## src/rtl/stm_pkg.sv

```systemverilog
package stm_pkg;

  localparam int unsigned STM_DEF_ID_W   = 3;
  localparam int unsigned STM_DEF_ADDR_W = 32;
  localparam int unsigned STM_DEF_DATA_W = 32;

  typedef enum logic {
    STM_RD = 1'b0,
    STM_WR = 1'b1
  } stm_op_e;

endpackage

```

## src/rtl/stm_tag_pool.sv

```systemverilog
module stm_tag_pool #(
  parameter int unsigned ID_W = stm_pkg::STM_DEF_ID_W
) (
  input  logic                    clk,
  input  logic                    rst,
  input  logic                    alloc_en,
  output logic [ID_W-1:0]         alloc_tag,
  output logic                    any_free,
  input  logic                    issue_en,
  input  logic [ID_W-1:0]         issue_tag,
  input  logic                    done_en,
  input  logic [ID_W-1:0]         done_tag,
  output logic [(1<<ID_W)-1:0]    issued_vec
);
  localparam int unsigned NUM_IDS = 1 << ID_W;

  logic [NUM_IDS-1:0] inuse_q;
  logic [NUM_IDS-1:0] issued_q;

  // lowest free tag wins
  always_comb begin
    any_free  = 1'b0;
    alloc_tag = '0;
    for (int i = NUM_IDS - 1; i >= 0; i--) begin
      if (!inuse_q[i]) begin
        any_free  = 1'b1;
        alloc_tag = ID_W'(i);
      end
    end
  end

  always_ff @(posedge clk) begin
    if (rst) begin
      inuse_q  <= '0;
      issued_q <= '0;
    end else begin
      if (done_en) begin
        inuse_q[done_tag]  <= 1'b0;
        issued_q[done_tag] <= 1'b0;
      end
      if (issue_en) issued_q[issue_tag] <= 1'b1;
      if (alloc_en) inuse_q[alloc_tag]  <= 1'b1;
    end
  end

  assign issued_vec = issued_q;

  // a granted tag was not already in use
  a_r3_grant_was_free: assert property (@(posedge clk) disable iff (rst)
    alloc_en |-> (any_free && !inuse_q[alloc_tag]));

  // a full pool never grants
  a_r5_full_no_grant: assert property (@(posedge clk) disable iff (rst)
    (&inuse_q) |-> !alloc_en);

  // a finished tag is free in the following cycle
  a_r7_release: assert property (@(posedge clk) disable iff (rst)
    done_en |=> !inuse_q[$past(done_tag)]);

  // a tag is only issued once and only after allocation
  a_r8_issue_legal: assert property (@(posedge clk) disable iff (rst)
    issue_en |-> (inuse_q[issue_tag] && !issued_q[issue_tag]));

endmodule

```

## src/rtl/stm_addr_stage.sv

```systemverilog
module stm_addr_stage #(
  parameter int unsigned ID_W   = stm_pkg::STM_DEF_ID_W,
  parameter int unsigned ADDR_W = stm_pkg::STM_DEF_ADDR_W
) (
  input  logic              clk,
  input  logic              rst,
  input  logic              load_en,
  input  logic [ID_W-1:0]   load_tag,
  input  logic [ADDR_W-1:0] load_addr,
  input  logic              load_write,
  output logic              can_load,
  output logic              out_valid,
  input  logic              out_ready,
  output logic [ID_W-1:0]   out_tag,
  output logic [ADDR_W-1:0] out_addr,
  output logic              out_write
);
  logic valid_q;

  assign can_load  = !valid_q || out_ready;
  assign out_valid = valid_q;

  always_ff @(posedge clk) begin
    if (rst) begin
      valid_q   <= 1'b0;
      out_tag   <= '0;
      out_addr  <= '0;
      out_write <= 1'b0;
    end else if (load_en) begin
      valid_q   <= 1'b1;
      out_tag   <= load_tag;
      out_addr  <= load_addr;
      out_write <= load_write;
    end else if (out_ready) begin
      valid_q   <= 1'b0;
    end
  end

  // a stalled address phase holds still
  a_r4_hold: assert property (@(posedge clk) disable iff (rst)
    (valid_q && !out_ready) |=> (valid_q && $stable(out_tag) &&
                                 $stable(out_addr) && $stable(out_write)));

  // loading is only done when the register is free or draining
  a_r2_no_overwrite: assert property (@(posedge clk) disable iff (rst)
    load_en |-> (!valid_q || out_ready));

endmodule

```

## src/rtl/stm_kind_table.sv

```systemverilog
module stm_kind_table #(
  parameter int unsigned ID_W = stm_pkg::STM_DEF_ID_W
) (
  input  logic                clk,
  input  logic                wr_en,
  input  logic [ID_W-1:0]     wr_tag,
  input  stm_pkg::stm_op_e    wr_op,
  input  logic [ID_W-1:0]     rd_tag,
  output stm_pkg::stm_op_e    rd_op
);
  localparam int unsigned DEPTH = 1 << ID_W;

  stm_pkg::stm_op_e mem [DEPTH];

  always_ff @(posedge clk) begin
    if (wr_en) mem[wr_tag] <= wr_op;
  end

  assign rd_op = mem[rd_tag];

endmodule

```

## src/rtl/split_txn_master.sv

```systemverilog
module split_txn_master #(
  parameter int unsigned ID_W   = stm_pkg::STM_DEF_ID_W,
  parameter int unsigned ADDR_W = stm_pkg::STM_DEF_ADDR_W,
  parameter int unsigned DATA_W = stm_pkg::STM_DEF_DATA_W
) (
  input  logic              clk,
  input  logic              rst,
  input  logic              req_valid,
  output logic              req_ready,
  input  logic [ADDR_W-1:0] req_addr,
  input  logic              req_write,
  output logic              abus_valid,
  input  logic              abus_ready,
  output logic [ID_W-1:0]   abus_tag,
  output logic [ADDR_W-1:0] abus_addr,
  output logic              abus_write,
  input  logic              dbus_valid,
  input  logic [ID_W-1:0]   dbus_tag,
  input  logic [DATA_W-1:0] dbus_data,
  output logic              cpl_valid,
  output logic [ID_W-1:0]   cpl_tag,
  output logic              cpl_write,
  output logic [DATA_W-1:0] cpl_data,
  output logic              err_bad_tag
);
  import stm_pkg::*;

  localparam int unsigned NUM_IDS = 1 << ID_W;

  logic               any_free;
  logic [ID_W-1:0]    grant_tag;
  logic               can_load;
  logic               accept;
  logic               issue_en;
  logic               hit;
  logic [NUM_IDS-1:0] issued_vec;
  stm_op_e            done_op;

  assign req_ready = any_free && can_load;
  assign accept    = req_valid && req_ready;
  assign issue_en  = abus_valid && abus_ready;
  assign hit       = dbus_valid && issued_vec[dbus_tag];

  stm_tag_pool #(.ID_W(ID_W)) u_pool (
    .clk        (clk),
    .rst        (rst),
    .alloc_en   (accept),
    .alloc_tag  (grant_tag),
    .any_free   (any_free),
    .issue_en   (issue_en),
    .issue_tag  (abus_tag),
    .done_en    (hit),
    .done_tag   (dbus_tag),
    .issued_vec (issued_vec)
  );

  stm_addr_stage #(.ID_W(ID_W), .ADDR_W(ADDR_W)) u_astage (
    .clk        (clk),
    .rst        (rst),
    .load_en    (accept),
    .load_tag   (grant_tag),
    .load_addr  (req_addr),
    .load_write (req_write),
    .can_load   (can_load),
    .out_valid  (abus_valid),
    .out_ready  (abus_ready),
    .out_tag    (abus_tag),
    .out_addr   (abus_addr),
    .out_write  (abus_write)
  );

  stm_kind_table #(.ID_W(ID_W)) u_kind (
    .clk    (clk),
    .wr_en  (accept),
    .wr_tag (grant_tag),
    .wr_op  (req_write ? STM_WR : STM_RD),
    .rd_tag (dbus_tag),
    .rd_op  (done_op)
  );

  always_ff @(posedge clk) begin
    if (rst) begin
      cpl_valid   <= 1'b0;
      cpl_tag     <= '0;
      cpl_write   <= 1'b0;
      cpl_data    <= '0;
      err_bad_tag <= 1'b0;
    end else begin
      cpl_valid   <= hit;
      err_bad_tag <= dbus_valid && !hit;
      if (hit) begin
        cpl_tag   <= dbus_tag;
        cpl_write <= (done_op == STM_WR);
        cpl_data  <= dbus_data;
      end
    end
  end

  // an accepted request is on the address bus next cycle
  a_r2_accept_issues: assert property (@(posedge clk) disable iff (rst)
    (req_valid && req_ready) |=> abus_valid);

  // a completion always follows a data phase
  a_r6_cpl_from_data: assert property (@(posedge clk) disable iff (rst)
    cpl_valid |-> $past(dbus_valid));

  // error and completion never coincide
  a_r8_err_excl: assert property (@(posedge clk) disable iff (rst)
    err_bad_tag |-> (!cpl_valid && $past(dbus_valid)));

endmodule

```

## config.mk

```make
export PLATFORM = sky130hd
export DESIGN_NAME = split_txn_master
export DESIGN_NICKNAME = d
export VERILOG_FILES = /design/src/rtl/stm_pkg.sv /design/src/rtl/stm_tag_pool.sv /design/src/rtl/stm_addr_stage.sv /design/src/rtl/stm_kind_table.sv /design/src/rtl/split_txn_master.sv
export SDC_FILE = /design/constraint.sdc
export NUM_CORES = 1
export LEC_CHECK = 0
export BUFFER_PORTS_ARGS = -buffer_cell sky130_fd_sc_hd__buf_2
export CORE_AREA = 2 2 123 125
export DETAILED_ROUTE_END_ITERATION = 8
export DIE_AREA = 0 0 125 127
export PLACE_DENSITY = 0.63
export SYNTH_ARGS = -nofsm -noshare
export SYNTH_HDL_FRONTEND = slang
export SYNTH_HIERARCHICAL = 1
export SYNTH_SLANG_ARGS = --single-unit
```

## constraint.sdc

```tcl
create_clock -name clk -period 4.7 [get_ports clk]
set_clock_uncertainty 0.15 [all_clocks]
set_input_delay 0.705 -clock clk [delete_from_list [all_inputs] [get_ports clk]]
set_output_delay 0.705 -clock clk [all_outputs]
set_load 0.02 [all_outputs]
```

==> flow_summary.toml, run 1 <==
[placed_design]
gpl.final_weighted_congestion = 0.801
place_area_mm2 = 0.00504
port_bufs = 148
post-dp-hpwl_um = 6760

[clock_tree]
postCtsHoldBufs = 0
cts.clk_slew.worst_paths_ps = 70
tritoncts = "done"
post_cts.resized_instances = 0
ctsLongestPathBuffers = 2
htree_num_levels = 3
numCtsBuffers = 9
cts_root_buffer = "sky130_fd_sc_hd__clkbuf_16"
clkLatencyLatePin_ps = 350
clock_sinks = 99
cts.repair_timing.setup_buffer_count = 0

[power]
clkPwrFrac_pct = 40.5
power.ir.vdd_worst_uv = 220
netSwitchingFraction_pct = 25.2
p_switching_w = 0.000456
share_of_power_burned_in_registers_pct = 49.1
power_leakage_nw = 2.33
power_frac_comb_pct = 10.4
internal_power_w = 0.00135
cellPowerDensity_mw_per_mm2 = 339

[logic_synthesis]
postSynthAreaPerCell_um2 = 10.6
ys_seq_area_share_pct = 48.5
yosys_most_used_dff = "sky130_fd_sc_hd__dfxtp_1"
netlist_instances = 402
synth.lib_cells_used.distinct = 37
count_of_yosys_warnings_during_synthesis = 6
synth-async-reset-ratio_pct = 0
synth_edf_count = 8
syn-num-nets = 475
ys_seq_elements = 99
synthesis.area_mm2 = 0.00425

[critical_path]
crit_required_ps = 3850
critical_path.max_fanout = 5
criticalPathCategory = "reg -> out"
crit_path_start_kind = "flop"
worst-endpoint-arrival_ps = 1750
cp-end-kind = "primary output"

[final_layout]
final_core_util_pct = 37.0
stdcell_area_mm2 = 0.00533
antennaDiodeCount = 0
layout-drive-gt1-share_pct = 31.9
finish.net_count = 613
growth_of_design_area_from_synthesis_to_finish_pct = 25.5
filler_cell_count = 1458

[timing]
slew_headroom_pct = 30.7
final_slew_viol_count = 0
final-setup-viol-count = 0
timing.fmax_mhz = 385
tns_ps = 0
finalHoldViolCount = 0
post-route-period-util_pct = 55.3
rsz_0062_raised_after_global_routing = "false"
hold_slack_ps = 320
worst_pin_slew_ps = 1040
period_needed_ps = 2600

[floorplanning]
floorplan.io_pins = 149
die_x_extent_um = 125
placement_rows = 44
start_util_pct = 29.5
core_area_mm2 = 0.0144
die_y_um = 127
area_enclosed_by_the_die_boundary_mm2 = 0.0159

[routing]
vias = 3325
route.antenna.remaining_nets = 0
drt-vias-per-instance = 4.56
routed_wirelength_um = 9680
drc = 0
drt_iter0_markers = 126
avgRoutedWirePerCell_um = 13.3
drtPass1Iterations = 4

[grt]
gr-usage-all-layers_pct = 12.2
globalRouteOverflowTotal = 0
number_of_antenna_violations_at_the_first_check_in_global_routing = 0
vias_in_the_first_global_route = 3299
grt_first_pass_wirelength_um = 15900
grt_max_degree = 128

[job]
drv_cap = 0

[run_status]
status = "finished, final reports clean"

[min_path]
timing.hold.worst.class = "reg -> reg"
-- sequential cells by signal, indices dropped and copies added, names as in the netlist --
name	flops
u_pool/issued_vec	8
cpl_write	1
u_kind/mem	8
u_astage/out_tag	3
u_astage/out_valid	1
u_astage/out_write	1
u_pool/inuse_q	8
cpl_valid	1
err_bad_tag	1
u_astage/out_addr	32
cpl_data	32
cpl_tag	3
-- layer usage --
layer  part of all wire (%)  global-route usage, %
met3                     10                   5.28
met2                     42                   18.5
met1                     46                   15.9
met4                   0.99                   3.79
met5                      0                      0
-- worst paths after layout --
| kind | startpoint | to | slack [ps] | depth (start not counted) |
|---|---|---|---|---|
| max | u_pool/inuse_q[0] | req_ready | 2100 | 4 |
| min | cpl_data[22] | cpl_data[22] | 320 | 2 |
| max reg2reg | u_pool/inuse_q[0] | u_astage/out_addr[11] | 2300 | 6 |
| min reg2reg | cpl_data[22] | cpl_data[22] | 320 | 2 |
-- synthesized netlist by cell type, types with 2 or more instances --
| library cell | instances | area, µm² |
|---|---|---|
| sky130_fd_sc_hd__mux4_1 | 2 | 52.6 |
| sky130_fd_sc_hd__and2_1 | 2 | 12.5 |
| sky130_fd_sc_hd__a21oi_1 | 4 | 20.0 |
| sky130_fd_sc_hd__inv_1 | 2 | 7.51 |
| sky130_fd_sc_hd__or2b_1 | 2 | 15.0 |
| sky130_fd_sc_hd__dfxtp_1 | 91 | 1820 |
| sky130_fd_sc_hd__nor3_1 | 3 | 15.0 |
| sky130_fd_sc_hd__nor2_1 | 62 | 233 |
| sky130_fd_sc_hd__buf_2 | 3 | 15.0 |
| sky130_fd_sc_hd__buf_12 | 6 | 120 |
| sky130_fd_sc_hd__nand3_1 | 3 | 15.0 |
| sky130_fd_sc_hd__nand2_1 | 11 | 41.3 |
| sky130_fd_sc_hd__buf_6 | 2 | 22.5 |
| sky130_fd_sc_hd__mux2i_1 | 76 | 761 |
| sky130_fd_sc_hd__clkbuf_1 | 10 | 37.5 |
| sky130_fd_sc_hd__a22oi_1 | 2 | 15.0 |
| sky130_fd_sc_hd__buf_1 | 2 | 7.51 |
| sky130_fd_sc_hd__nand2b_1 | 75 | 469 |
| sky130_fd_sc_hd__nand4_1 | 3 | 18.8 |
| sky130_fd_sc_hd__edfxtp_1 | 8 | 240 |
| sky130_fd_sc_hd__a32oi_1 | 12 | 105 |
| sky130_fd_sc_hd__nor2b_1 | 6 | 37.5 |
-- cells by family (layout without fill, tap and decap cells) --
kind of cell,after synthesis,in the layout,synth area share [%]
and+or+nand+nor,175,175,22.0
buffers and inverters,26,169,5.09
DFF,99,99,48.5
AOI/OAI and AO/OA,22,22,4.47
muxes,80,80,19.9
-- worst max-delay path: stages (launching register included) --
cell and delay [ps]:
sky130_fd_sc_hd__dfxtp_1 440, sky130_fd_sc_hd__nand4_1 210, sky130_fd_sc_hd__or3_1 430, sky130_fd_sc_hd__and2_1 160, sky130_fd_sc_hd__buf_2 150
-- power by group through the flow --
stage / clock network [W] / logic, W / registers [W]
final: 0.000732 / 0.000187 / 0.000888
after global routing: 0.000792 / 0.000206 / 0.000891
after CTS: 0.000764 / 0.000190 / 0.000888
after detailed placement: 0 / 0.000190 / 0.000907
after global placement: 0 / 0.000185 / 0.000907
after floorplan: 0 / 0.000101 / 0.000932
-- placed cells by master, fill, tap and decap left out, types with 2 or more instances in the layout --
master	instances
sky130_fd_sc_hd__buf_2	147
sky130_fd_sc_hd__dfxtp_1	91
sky130_fd_sc_hd__mux2i_1	76
sky130_fd_sc_hd__nand2b_1	75
sky130_fd_sc_hd__nor2_1	62
sky130_fd_sc_hd__a32oi_1	12
sky130_fd_sc_hd__nand2_1	11
sky130_fd_sc_hd__clkbuf_16	10
sky130_fd_sc_hd__edfxtp_1	8
sky130_fd_sc_hd__nor2b_1	6
sky130_fd_sc_hd__a21oi_1	4
sky130_fd_sc_hd__nor3_1	3
sky130_fd_sc_hd__buf_4	3
sky130_fd_sc_hd__nand4_1	3
sky130_fd_sc_hd__nand3_1	3
sky130_fd_sc_hd__inv_1	2
sky130_fd_sc_hd__and2_1	2
sky130_fd_sc_hd__or2b_1	2
sky130_fd_sc_hd__clkinvlp_4	2
sky130_fd_sc_hd__clkinv_2	2
sky130_fd_sc_hd__mux4_1	2
sky130_fd_sc_hd__a22oi_1	2
-- per-stage QoR --
step / total power [W] / setup slack [ps] / instances
5_1_grt: 0.00189 / 1930 / 729
3_3_place_gp: 0.00109 / 1950 / 713
4_1_cts: 0.00184 / 2070 / 729
2_1_floorplan: 0.00103 / 2020 / 402
3_5_place_dp: 0.00110 / 1880 / 713
6_report: 0.00181 / 2100 / 729
-- area by class of cell --
| type | instances | area, µm² | share of cell area, % |
|---|---|---|---|
| well taps | 184 | 230 | 4.32 |
| repair buffers | 150 | 758 | 14.2 |
| inverters | 3 | 13.8 | 0.258 |
| flip-flops and latches | 99 | 2060 | 38.7 |
| clock buffers | 10 | 250 | 4.69 |
| multi-input cells | 277 | 1970 | 37.0 |
| clock inverters | 6 | 45.0 | 0.844 |
Power figures use the tool's default switching activity.
==> run 2, diff against run 1 <==
Settings changed: PLACE_DENSITY 0.63 to 0.64.
Clock period 4.7 ns to 2.09 ns, I/O delays scaled along.
==> flow_summary.toml, run 2 (synthesis gave the netlist of run 1 again) <==
[grt]
grt_first_pass_wirelength_um = 16800
globalRouteOverflowTotal = 0
number_of_antenna_violations_at_the_first_check_in_global_routing = 0
grt_max_degree = 75
vias_in_the_first_global_route = 3355
gr-usage-all-layers_pct = 12.9

[critical_path]
timing.critical_path.slowest_stage_cell = "sky130_fd_sc_hd__or3_4"
setup.reg_to_reg.worst_slack_ps = 130
max_stage_delay_ps = 410
critPathBufInv = 1
rr_endpoint = "u_pool/inuse_q[5]"
criticalPathCategory = "reg -> out"
critical_path.max_fanout = 5
cp-end-kind = "primary output"
crit_required_ps = 1630
cpLargestDelayFamily = "simple AND/OR/NAND/NOR gates"
reg2regPathDepth = 7
worst-endpoint-arrival_ps = 1570
crit_path_cell_trace = "nand4_1 -> or3_4 -> and2_1 -> buf_2"
timing.rr.start = "u_pool/issued_vec[6]"
crit_path_start_kind = "flop"

[timing]
timing.fmax_mhz = 492
slew_headroom_pct = 71.4
period_needed_ps = 2030
finalHoldViolCount = 0
post-route-worst-setup-slack_ps = 58.3
worst_pin_slew_ps = 428
post-route-period-util_pct = 97.2
hold_slack_ps = 57.1
final-setup-viol-count = 0
final_slew_viol_count = 0

[placed_design]
post-dp-hpwl_um = 7150
port_bufs = 148
gpl.final_weighted_congestion = 0.816
place_area_mm2 = 0.00517
place_ws_ps = 4.85

[routing]
drtPass1Iterations = 4
avgRoutedWirePerCell_um = 13.6
vias = 3402
drc = 0
drt-vias-per-instance = 4.60
drt_iter0_markers = 167
routed_wirelength_um = 10000
route.antenna.remaining_nets = 0

[clock_tree]
postCtsHoldBufs = 0
clkLatencyLatePin_ps = 340
htree_num_levels = 3
ctsLongestPathBuffers = 2
clock_sinks = 99
tritoncts = "done"
numCtsBuffers = 9
cts_root_buffer = "sky130_fd_sc_hd__clkbuf_16"
cts.clk_slew.worst_paths_ps = 70

[final_layout]
leading_cell_types_in_the_layout_fill_and_taps_excluded = "sky130_fd_sc_hd__buf_2 (147), sky130_fd_sc_hd__dfxtp_1 (86), sky130_fd_sc_hd__mux2i_1 (76)"
mostFrequentLayoutCell = "sky130_fd_sc_hd__buf_2"
antennaDiodeCount = 0
growth_of_design_area_from_synthesis_to_finish_pct = 29.6
layout-drive-gt1-share_pct = 34.7
stdcell_area_mm2 = 0.00551
finish.net_count = 624
reg.largest.list = "cpl_data (32), u_astage/out_addr (32)"

[power]
cellPowerDensity_mw_per_mm2 = 772
power_leakage_nw = 2.42
power.ir.vdd_worst_uv = 611

[floorplanning]
start_util_pct = 29.5
die_y_um = 127
core_area_mm2 = 0.0144
die_x_extent_um = 125
area_enclosed_by_the_die_boundary_mm2 = 0.0159
placement_rows = 44
floorplan.io_pins = 149

[min_path]
min_path_cells = 3
hold-path-endpoint = "u_astage/out_addr[16]"
hold_path_start = "req_addr[16]"
timing.hold.worst.class = "in -> reg"

[run_status]
status = "finished, final reports clean"

[job]
drv_cap = 0
run 2: changes by cell type in the layout (fill, tap and decap cells not counted), sizes merged:
cell	before	now
clkinvlp	2	0
bufinv	0	2
buf	150	161
run 2: worst max-delay path by stage:
stage	from	end	slack, ps	cells past startpoint
5_1_grt	u_pool/inuse_q[3]	req_ready	-20	4
6_report	u_pool/inuse_q[3]	req_ready	60	4
2_1_floorplan	dbus_tag[0]	u_pool/issued_vec[5]	-140	9
3_3_place_gp	dbus_tag[0]	u_pool/inuse_q[0]	60	8
3_5_place_dp	dbus_tag[0]	u_pool/issued_vec[4]	5	8
4_1_cts	u_pool/inuse_q[4]	req_ready	20	4
run 2: power breakdown:
| part | leakage, nW | internal (W) | total [W] | switching [W] |
|---|---|---|---|---|
| logic | 1.44 | 0.000203 | 0.000447 | 0.000243 |
| clock network | 0.163 | 0.00108 | 0.00181 | 0.000728 |
| registers | 0.816 | 0.00196 | 0.00200 | 0.0000313 |
| total | 2.42 | 0.00325 | 0.00425 | 0.00100 |
run 2: worst min-delay path, cell delays in order:
cell,delay (ps)
sky130_fd_sc_hd__buf_2,80
sky130_fd_sc_hd__mux2i_1,50
sky130_fd_sc_hd__nor2_1,70
run 2: final cells by class:
class                           instances  area, µm²
Fill cell                            1436       8910
Sequential cell                        99       2070
Multi-Input combinational cell        277       1990
Timing Repair Buffer                  161        878
Clock buffer                           10        239
Tap cell                              184        230
Clock inverter                          6       86.3
Inverter                                3       13.8
run 2: stage by stage:
step / setup TNS [ps] / std cells / power, W / utilization [%]
5_1_grt: -16.3 / 740 / 0.00446 / 38.2
4_1_cts: 0 / 740 / 0.00434 / 38.1
6_report: 0 / 740 / 0.00425 / 38.2
2_1_floorplan: -920 / 402 / 0.00232 / -
3_5_place_dp: 0 / 724 / 0.00249 / 35.8
3_3_place_gp: 0 / 724 / 0.00248 / 35.8
run 2: what timing repair did:
item                                    CTS  global route
endpoints found under the hold margin     0             0
gates resized for setup                   5             4
endpoints found under the setup margin    1             1
pin swaps                                 0             0
buffers inserted                          0             0
run 2: routing by layer:
layer | up-vias | track usage (%) | wire (µm)
met3 | 16 | 4.27 | 980
li1 | 1669 | - | -
met2 | 193 | 20.4 | 4360
met1 | 1524 | 16.7 | 4540
met4 | 0 | 4.31 | 157
met5 | - | 0 | 0
==> run 3, diff against run 2 <==
Settings changed: MAX_ROUTING_LAYER from default to met4.
==> flow_summary.toml, run 3 (synthesis gave the netlist of run 1 again) <==
[routing]
drt_iter0_markers = 165
drtPass1Iterations = 4
route.antenna.remaining_nets = 0
vias = 3404
drc = 0
drt-vias-per-instance = 4.60
avgRoutedWirePerCell_um = 13.7
routed_wirelength_um = 10100

[final_layout]
layout-drive-gt1-share_pct = 34.7
antennaDiodeCount = 0
multi_input_comb_area_mm2 = 0.00199
finish.net_count = 624
growth_of_design_area_from_synthesis_to_finish_pct = 29.6
final-instance-count-excl-fill = 740
mostFrequentLayoutCell = "sky130_fd_sc_hd__buf_2"
reg.largest.list = "cpl_data (32), u_astage/out_addr (32)"
stdcell_area_mm2 = 0.00551
leading_cell_types_in_the_layout_fill_and_taps_excluded = "sky130_fd_sc_hd__buf_2 (147), sky130_fd_sc_hd__dfxtp_1 (86), sky130_fd_sc_hd__mux2i_1 (76)"
area.sequential_mm2 = 0.00207
final_core_util_pct = 38.2
filler_cell_count = 1436

[placed_design]
dp.cells = 724
post-dp-hpwl_um = 7150
gpl.final_weighted_congestion = 0.828
port_bufs = 148
place_area_mm2 = 0.00517

[timing]
period_needed_ps = 2030
post-route-period-util_pct = 97.0
worst_pin_slew_ps = 441
finalHoldViolCount = 0
final-setup-viol-count = 0
final_slew_viol_count = 0
timing.fmax_mhz = 493
slew_headroom_pct = 70.6

[floorplanning]
core_area_mm2 = 0.0144
die_y_um = 127
floorplan.io_pins = 149
area_enclosed_by_the_die_boundary_mm2 = 0.0159
die_x_extent_um = 125
start_util_pct = 29.5
placement_rows = 44

[critical_path]
setup.reg_to_reg.worst_slack_ps = 100
cp-end-kind = "primary output"
crit_path_start_kind = "flop"
criticalPathCategory = "reg -> out"
worst-endpoint-arrival_ps = 1560
critical_path.max_fanout = 5
crit_required_ps = 1630

[min_path]
timing.hold.worst.class = "in -> reg"

[grt]
number_of_antenna_violations_at_the_first_check_in_global_routing = 0
grt_max_degree = 75
gr-usage-all-layers_pct = 13.3
globalRouteOverflowTotal = 0
vias_in_the_first_global_route = 3360
grt_first_pass_wirelength_um = 16800

[clock_tree]
ctsLongestPathBuffers = 2
post_cts.resized_instances = 5
cts.clk_slew.worst_paths_ps = 70
tritoncts = "done"
htree_num_levels = 3
clock_sinks = 99
numCtsBuffers = 9
clkLatencyLatePin_ps = 340
cts.repair_timing.setup_buffer_count = 0
cts_root_buffer = "sky130_fd_sc_hd__clkbuf_16"
postCtsHoldBufs = 0

[power]
cellPowerDensity_mw_per_mm2 = 773
power.ir.vdd_worst_uv = 613
power_leakage_nw = 2.42

[run_status]
status = "finished, final reports clean"

[job]
drv_cap = 0
-- run 3: cell counts in the layout (fill, tap and decap cells not counted) --
No cell type changed its count.
-- run 3: final cells by class --
cell class	instances	area share, %
Clock buffer	10	4.34
Timing Repair Buffer	161	15.9
Inverter	3	0.250
Multi-Input combinational cell	277	36.1
Clock inverter	6	1.57
Tap cell	184	4.18
Sequential cell	99	37.6
-- run 3: final timing paths --
path | depth (start not counted) | from | end
hold reg to reg | 2 | cpl_data[30] | cpl_data[30]
hold / removal | 3 | req_addr[16] | u_astage/out_addr[16]
setup / recovery | 4 | u_pool/inuse_q[3] | req_ready
setup reg to reg | 7 | u_pool/issued_vec[6] | u_pool/issued_vec[6]
-- run 3: per-layer routing --
metal | GRT usage [%] | routed length (µm)
met4 | 4.31 | 131
met3 | 3.89 | 805
met1 | 17.0 | 4760
met5 | - | 0
met2 | 20.3 | 4430
-- run 3: through the flow --
step / TNS (ps) / total power [W] / worst slack, ps / hold slack (ps)
2_1_floorplan: -920 / 0.00232 / -135 / 262
3_3_place_gp: 0 / 0.00248 / 59.6 / 305
3_5_place_dp: 0 / 0.00249 / 4.85 / 311
4_1_cts: 0 / 0.00434 / 17.6 / 30.8
5_1_grt: -16.5 / 0.00446 / -16.5 / 54.6
6_report: 0 / 0.00426 / 61.8 / 55.7
-- run 3: where the power goes --
part | switching [W] | leakage [nW] | internal, W
Sequential | 0.0000316 | 0.816 | 0.00196
Combinational | 0.000244 | 1.44 | 0.000203
Clock | 0.000733 | 0.163 | 0.00108
-- run 3: critical path: stages, from the launching register on --
cell,delay [ps]
sky130_fd_sc_hd__dfxtp_2,370
sky130_fd_sc_hd__nand4_1,110
sky130_fd_sc_hd__or3_4,410
sky130_fd_sc_hd__and2_1,160
sky130_fd_sc_hd__buf_2,160
